`src/rtl/zcg_pkg.sv`:
```
package zcg_pkg;
  localparam int unsigned DEF_SYNC_STAGES = 2;
  localparam int unsigned DEF_FILT_CYCLES = 50;

  function automatic int unsigned cnt_width(input int unsigned limit);
    return (limit < 2) ? 1 : $clog2(limit);
  endfunction
endpackage

```
`src/rtl/zcg_sync.sv`:
```
module zcg_sync #(
  parameter int unsigned STAGES = zcg_pkg::DEF_SYNC_STAGES
) (
  input  logic clk,
  input  logic rst,
  input  logic async_i,
  output logic sync_o
);
  logic [STAGES-1:0] chain;

  generate
    for (genvar g = 0; g < STAGES; g++) begin : g_stage
      if (g == 0) begin : g_first
        always_ff @(posedge clk) begin
          if (rst) chain[0] <= 1'b0;
          else     chain[0] <= async_i;
        end
      end else begin : g_next
        always_ff @(posedge clk) begin
          if (rst) chain[g] <= 1'b0;
          else     chain[g] <= chain[g-1];
        end
      end
    end
  endgenerate

  assign sync_o = chain[STAGES-1];

  initial begin
    a_r1_min_stages: assert (STAGES >= 2);
  end
endmodule

```
`src/rtl/zcg_filter.sv`:
```
module zcg_filter #(
  parameter int unsigned FILT_CYCLES = zcg_pkg::DEF_FILT_CYCLES
) (
  input  logic clk,
  input  logic rst,
  input  logic sync_i,
  output logic clean_o
);
  localparam int unsigned CW = zcg_pkg::cnt_width(FILT_CYCLES);
  localparam logic [CW-1:0] LAST = CW'(FILT_CYCLES - 1);

  logic [CW-1:0] run_cnt;
  logic          level;

  always_ff @(posedge clk) begin
    if (rst) begin
      run_cnt <= '0;
      level   <= 1'b0;
    end else if (sync_i == level) begin
      run_cnt <= '0;
    end else if (run_cnt == LAST) begin
      level   <= ~level;
      run_cnt <= '0;
    end else begin
      run_cnt <= run_cnt + 1'b1;
    end
  end

  assign clean_o = level;

  a_r2_count_bound: assert property (@(posedge clk) disable iff (rst)
    run_cnt <= LAST);

  a_r2_flip_needs_diff: assert property (@(posedge clk) disable iff (rst)
    (level != $past(level)) |-> ($past(sync_i) != $past(level)));
endmodule

```
`src/rtl/zcg_phase.sv`:
```
module zcg_phase (
  input  logic clk,
  input  logic rst,
  input  logic clean_i,
  output logic phase_o
);
  logic prev;
  logic fall;
  logic phase;

  assign fall = prev & ~clean_i;

  always_ff @(posedge clk) begin
    if (rst) begin
      prev  <= 1'b0;
      phase <= 1'b0;
    end else begin
      prev  <= clean_i;
      phase <= phase ^ fall;
    end
  end

  assign phase_o = phase;

  a_r4_toggle_after_fall: assert property (@(posedge clk) disable iff (rst)
    (phase != $past(phase)) |-> (!$past(clean_i) && $past(prev)));

  a_r4_steady_in_pulse: assert property (@(posedge clk) disable iff (rst)
    ($past(clean_i) && clean_i) |-> $stable(phase));
endmodule

```
`src/rtl/zc_gater.sv`:
```
module zc_gater #(
  parameter int unsigned SYNC_STAGES = zcg_pkg::DEF_SYNC_STAGES,
  parameter int unsigned FILT_CYCLES = zcg_pkg::DEF_FILT_CYCLES
) (
  input  logic clk,
  input  logic rst,
  input  logic zc_raw_i,
  output logic pulse_o,
  output logic phase_o,
  output logic gate_o
);
  logic sync_s;
  logic clean_s;
  logic phase_s;
  logic gate_q;

  zcg_sync #(.STAGES(SYNC_STAGES)) u_sync (
    .clk(clk), .rst(rst), .async_i(zc_raw_i), .sync_o(sync_s)
  );

  zcg_filter #(.FILT_CYCLES(FILT_CYCLES)) u_filt (
    .clk(clk), .rst(rst), .sync_i(sync_s), .clean_o(clean_s)
  );

  zcg_phase u_phase (
    .clk(clk), .rst(rst), .clean_i(clean_s), .phase_o(phase_s)
  );

  always_ff @(posedge clk) begin
    if (rst) gate_q <= 1'b1;
    else     gate_q <= ~(clean_s & phase_s);
  end

  assign pulse_o = clean_s;
  assign phase_o = phase_s;
  assign gate_o  = gate_q;

  a_r5_gate_low_cause: assert property (@(posedge clk) disable iff (rst)
    !gate_o |-> ($past(pulse_o) && $past(phase_o)));

  a_r8_gate_follows_pulse: assert property (@(posedge clk) disable iff (rst)
    ($past(pulse_o) && $past(phase_o) && pulse_o) |-> !gate_o);

  a_r7_reset_state: assert property (@(posedge clk)
    $past(rst) |-> (gate_o && !phase_o && !pulse_o));
endmodule

```
`config.mk`:
```
export PLATFORM = sky130hd
export DESIGN_NAME = zc_gater
export DESIGN_NICKNAME = d
export VERILOG_FILES = /design/src/rtl/zcg_pkg.sv /design/src/rtl/zcg_sync.sv /design/src/rtl/zcg_filter.sv /design/src/rtl/zcg_phase.sv /design/src/rtl/zc_gater.sv
export SDC_FILE = /design/constraint.sdc
export NUM_CORES = 1
export LEC_CHECK = 0
export BUFFER_PORTS_ARGS = -buffer_cell sky130_fd_sc_hd__buf_2
export CORE_MARGIN = 3
export CORE_UTILIZATION = 24
export DETAILED_ROUTE_END_ITERATION = 10
export PLACE_DENSITY = 0.42
export RECOVER_POWER = 25
export SYNTH_ARGS = -nofsm -noshare
export SYNTH_HDL_FRONTEND = slang
export SYNTH_SLANG_ARGS = --single-unit
export TNS_END_PERCENT = 5
```
`constraint.sdc`:
```
create_clock -name clk -period 1.48 [get_ports clk]
set_clock_uncertainty 0.2 [all_clocks]
set_input_delay 0.148 -clock clk [delete_from_list [all_inputs] [get_ports clk]]
set_output_delay 0.148 -clock clk [all_outputs]
set_load 0.03 [all_outputs]
```
---- Yosys cells after proc, flatten, opt, wreduce, memory -nomap -nowiden ----
Index checks and enable logic that the tools add are counted.
word-level totals
  output and inout bits ................... 3
  logic and storage cells ................. 18
  bits in registers ....................... 12
  bits of input ports ..................... 3
operators by class
  reductions and logical operators ........ 2
  add/sub/neg operators ................... 1
  bitwise logic cells ..................... 6
  equal/unequal tests ..................... 2
operators with widths
  cell                                                           number
  6-bit by 1-bit adder with 6-bit output, second input constant  1
  6-bit equality test, second input constant                     1
  1-bit inverter                                                 3
  3-bit OR reduction                                             1
  1-bit bitwise AND                                              2
  2-bit AND reduction                                            1
  1-bit equality test                                            1
  1-bit XOR                                                      1

---- Depth between registers and ports, before layout ----
  depth after elaboration ................. 3
  depth in mapped cells ................... 4
  depth with buffers taken out ............ 4

---- Hierarchy ----
A second synthesis with hierarchy kept.
second synthesis, totals
  cell total of the unflattened synthesis .. 45
  area, all modules ....................... 462.9 sq um
by module, submodules not included
  module      area an instance (sq um)  instances  seq. area each (sq um)  cells an instance
  zcg_filter  305.3                     1          140.1                   32
  zcg_phase   77.6                      1          40.0                    7
  zcg_sync    52.6                      1          40.0                    4
  zc_gater    27.5                      1          20.0                    2

---- Least setup slack after synthesis ----
OpenSTA, ideal clock, no wires.
  path type ............................... reg-to-reg
  start ................................... reg u_filt.level, in the netlist u_filt.clean_o
  end ..................................... reg u_filt.run_cnt[5]
  stages on the path, launching flop included .. 4
  required time ........................... 1210 ps
  path slack .............................. 71 ps
  period minus slack after synthesis ...... 1409 ps
  library setup time ...................... 70 ps
  buffers on the path ..................... 0
  arrival time ............................ 1139 ps
  path through ............................ dfxtp_1 xnor2_1 a311o_2 a21oi_1
on the way
  word-level cells in the longest chain between the ends .. 2
ends and longest elaborated chain
  item                                 line              text
  start: declaration                   zcg_filter.sv:13  logic level;
  start signal: assignment             zcg_filter.sv:22  level <= ~level;
  1-bit equality test                  zcg_filter.sv:19  end else if (sync_i == level) begin
  3-bit OR reduction (no source line)  --
  end signal: assignment               zcg_filter.sv:25  run_cnt <= run_cnt + 1'b1;
  end: declaration                     zcg_filter.sv:12  logic [CW-1:0] run_cnt;
No other way between the ends.
A chain may end at the register's enable or synchronous reset.

---- Worst setup path after layout ----
  start ................................... in rst
  end ..................................... reg u_filt.run_cnt[5]
on the way
  word-level cells in the longest chain between the ends .. 1
ends and longest elaborated chain
  item                                 line           text
  start: declaration                   zc_gater.sv:6  input logic rst,
  3-bit OR reduction (no source line)  --
No other way between the ends.

==> impl_metrics.csv <==
group,metric,value,unit
sta,tightest_slew,0.266,ns
global_route,grt-ovfl-total,0,
clock_network,clkTransAtPathRegs,0.07,ns
final_layout,drive_above_1_share,20.8,%
global_route,grt_max_degree,7,
worst_setup_path,r2r_end,"u_filt.run_cnt[5]$_SDFF_PP0_",
worst_setup_path,cp.required,1.48,ns
yosys,ys.flop_type,"dfxtp_1",
yosys,synth_cell_types,17,
worst_setup_path,arrival,1.36,ns
routing,wl,662,um
die,die_w,48.6,um
clock_network,clock_path_buffers,2,
worst_setup_path,r2r_start,"u_filt.run_cnt[1]$_SDFF_PP0_",
clock_network,numCtsBuffers,3,
worst_setup_path,rrSetupSlack,0.12,ns
yosys,synth_top_area_share,55.2,%
worst_setup_path,end_kind,"flip-flop",
worst_setup_path,cp_max_fo,6,
clock_network,root_buffer,"clkbuf_4",
routing,drc,0,
sta,slew_violations,0,
die,ios,6,
worst_setup_path,r2r_cells,4,
clock_network,cts_tree,"built",
routing,dr.pass1.iters,4,
final_layout,antenna_cells,0,
sta,fin_crit_sh,91.9,%
flow_run,drv_cap,0,
place,io_buffers,5,
global_route,grt_pass1_wl,1210,um
sta,setup_tns,0,ns
final_layout,syn2layout_area_growth,24.1,%
die,core,0.00161,mm^2
routing,vias_per_cell,4.06,
clock_network,post_cts_buffers,0,
worst_setup_path,startpoint,"rst",
sta,rsz0062_at_grt,"no",
global_route,grt_antenna_before_repair,0,
final_layout,nets,60,
place,place_hpwl,465,um
yosys,syn_area,435,um^2
clock_network,cts_max_level,1,
power,p_per_area,978,mW/mm^2
yosys,yosysSeqAreaShare,55.2,%
sta,min_period,1.36,ns
worst_hold_path,worstHoldPathType,"flip-flop to flip-flop",
global_route,grt_pass1_vias,293,
die,initial_core_util,27.0,%
yosys,synth_seq_cells,12,
yosys,synth_commonest_cells,"dfxtp_1 (12), nor2_1 (7), xnor2_1 (3)",
clock_network,clock_latency,0.26,ns
worst_setup_path,cp-start-kind,"primary input",
yosys,ys_async_sr_fraction,0,%
die,die_y,48.6,um
routing,wl_per_cell,8.60,um
outcome,status,"finished, final reports clean",
worst_setup_path,crit_type,"primary input to flip-flop",
global_route,track_usage,6.65,%
yosys,synth_area_leaders,"dfxtp_1 (55%), nor2_1 (6.0%), xnor2_1 (6.0%), ha_1 (5.7%), xor2_1 (4.0%)",
yosys,postSynthAreaPerCell,10.1,um^2
die,rows,14,
yosys,synth_fp_nets,48,
die,die_area,0.00236,mm^2
final_layout,fillCellCount,177,
sta,hold_viol,0,
clock_network,clock-sinks,12,
sta,max_freq,0.735,GHz
yosys,synth_edf_count,0,
routing,drt_first_iter_violations,3,
yosys,ys_warn_count,0,
sta,holdWs,0.206,ns
yosys,syn-instance-count,43,
sta,setup-violations-final,0,
power,vdd_drop_max,0.468,mV
place,gp_congestion,0.695,
yosys,synth_most_common_cell,"dfxtp_1",
power,leakagePower,0.199,nW
final_layout,utilization,33.5,%
sta,slew_headroom,82.3,%
routing,antenna_left,0,
worst_setup_path,crit_end,"u_filt.run_cnt[5]$_SDFF_PP0_",
yosys,synth_top_area_cell,"dfxtp_1",
routing,dr_total_vias,313,
[final cells by class]
| cell class | count | area, um^2 | area share, % |
|---|---|---|---|
| repair buffers | 7 | 43.8 | 8.10 |
| flip-flops and latches | 12 | 240 | 44.4 |
| clock buffers | 3 | 22.5 | 4.17 |
| multi-input cells | 29 | 196 | 36.3 |
| well taps | 24 | 30.0 | 5.56 |
| inverters | 2 | 7.51 | 1.39 |
[cell usage in the layout (no fill, tap or decap), drive strengths merged, types with 2 or more instances in the layout]
cell / Yosys / routed
dfxtp: 12 / 12
nand3: 2 / 2
ha: 2 / 2
nor2b: 2 / 2
inv: 2 / 2
clkbuf: 0 / 4
xor2: 2 / 2
buf: 0 / 4
a21oi: 2 / 2
nor2: 7 / 7
xnor2: 3 / 3
dlygate4sd3: 0 / 2
nand2: 2 / 2
[metal layers]
metal	wire length [um]	vias up	track usage, %
met5	0	-	0
li1	-	166	-
met3	46	0	4.60
met4	0	0	0
met1	325	138	8.82
met2	291	9	9.40
[flip-flops by register name, indices dropped and copies added, names as in the netlist]
name / flops
u_filt.clean_o: 1
u_phase.prev: 1
u_filt.run_cnt: 6
gate_o: 1
u_phase.phase_o: 1
u_sync.chain: 1
u_sync.sync_o: 1
[per-stage QoR]
stage	std cells	instance area [um^2]	power (mW)	setup WS [ns]
after detailed placement	72	490	0.346	0.0616
after global placement	72	490	0.346	0.0740
after CTS	77	533	0.545	0.0490
after floorplan	43	435	0.340	0.0714
final	77	541	0.529	0.119
after global routing	77	541	0.565	0.0220
[worst min-delay path by stage]
stage,depth (start not counted),end,start
2_1_floorplan,1,u_filt.clean_o$_SDFFE_PP0P_,rst
3_3_place_gp,2,u_sync.chain[0]$_SDFF_PP0_,zc_raw_i
3_5_place_dp,2,u_sync.chain[0]$_SDFF_PP0_,zc_raw_i
4_1_cts,1,gate_o$_SDFF_PP1_,u_phase.phase_o$_SDFF_PP0_
5_1_grt,1,gate_o$_SDFF_PP1_,u_phase.phase_o$_SDFF_PP0_
6_report,1,gate_o$_SDFF_PP1_,u_phase.phase_o$_SDFF_PP0_
[cell families after synthesis]
kind of cell | synth area share (%)
DFF | 55.2
buffers and inverters | 1.72
and+or+nand+nor | 19.3
xor gates and xnor gates | 10.1
AOI/OAI and AO/OA | 8.05
adders and majority gates | 5.75
[power breakdown]
| part | switching (mW) | leakage, nW | internal [mW] | total, mW |
|---|---|---|---|---|
| Sequential | 0.00169 | 0.0972 | 0.326 | 0.328 |
| Clock | 0.0925 | 0.0138 | 0.0938 | 0.186 |
| Combinational | 0.00625 | 0.0885 | 0.00839 | 0.0146 |
[what timing repair did]
action | 4_1_cts | 5_1_grt
endpoints found under the hold margin | 6 | 0
gates resized for setup | 0 | 2
setup endpoints to repair | 0 | 6
hold buffers | 2 | 0
[worst max-delay path, cell delays in order]
cell and delay (ns):
dlygate4sd3_1 0.53, clkbuf_1 0.17, a311o_2 0.40, a21oi_2 0.11
Note: power is estimated with default switching activity, not from simulation.
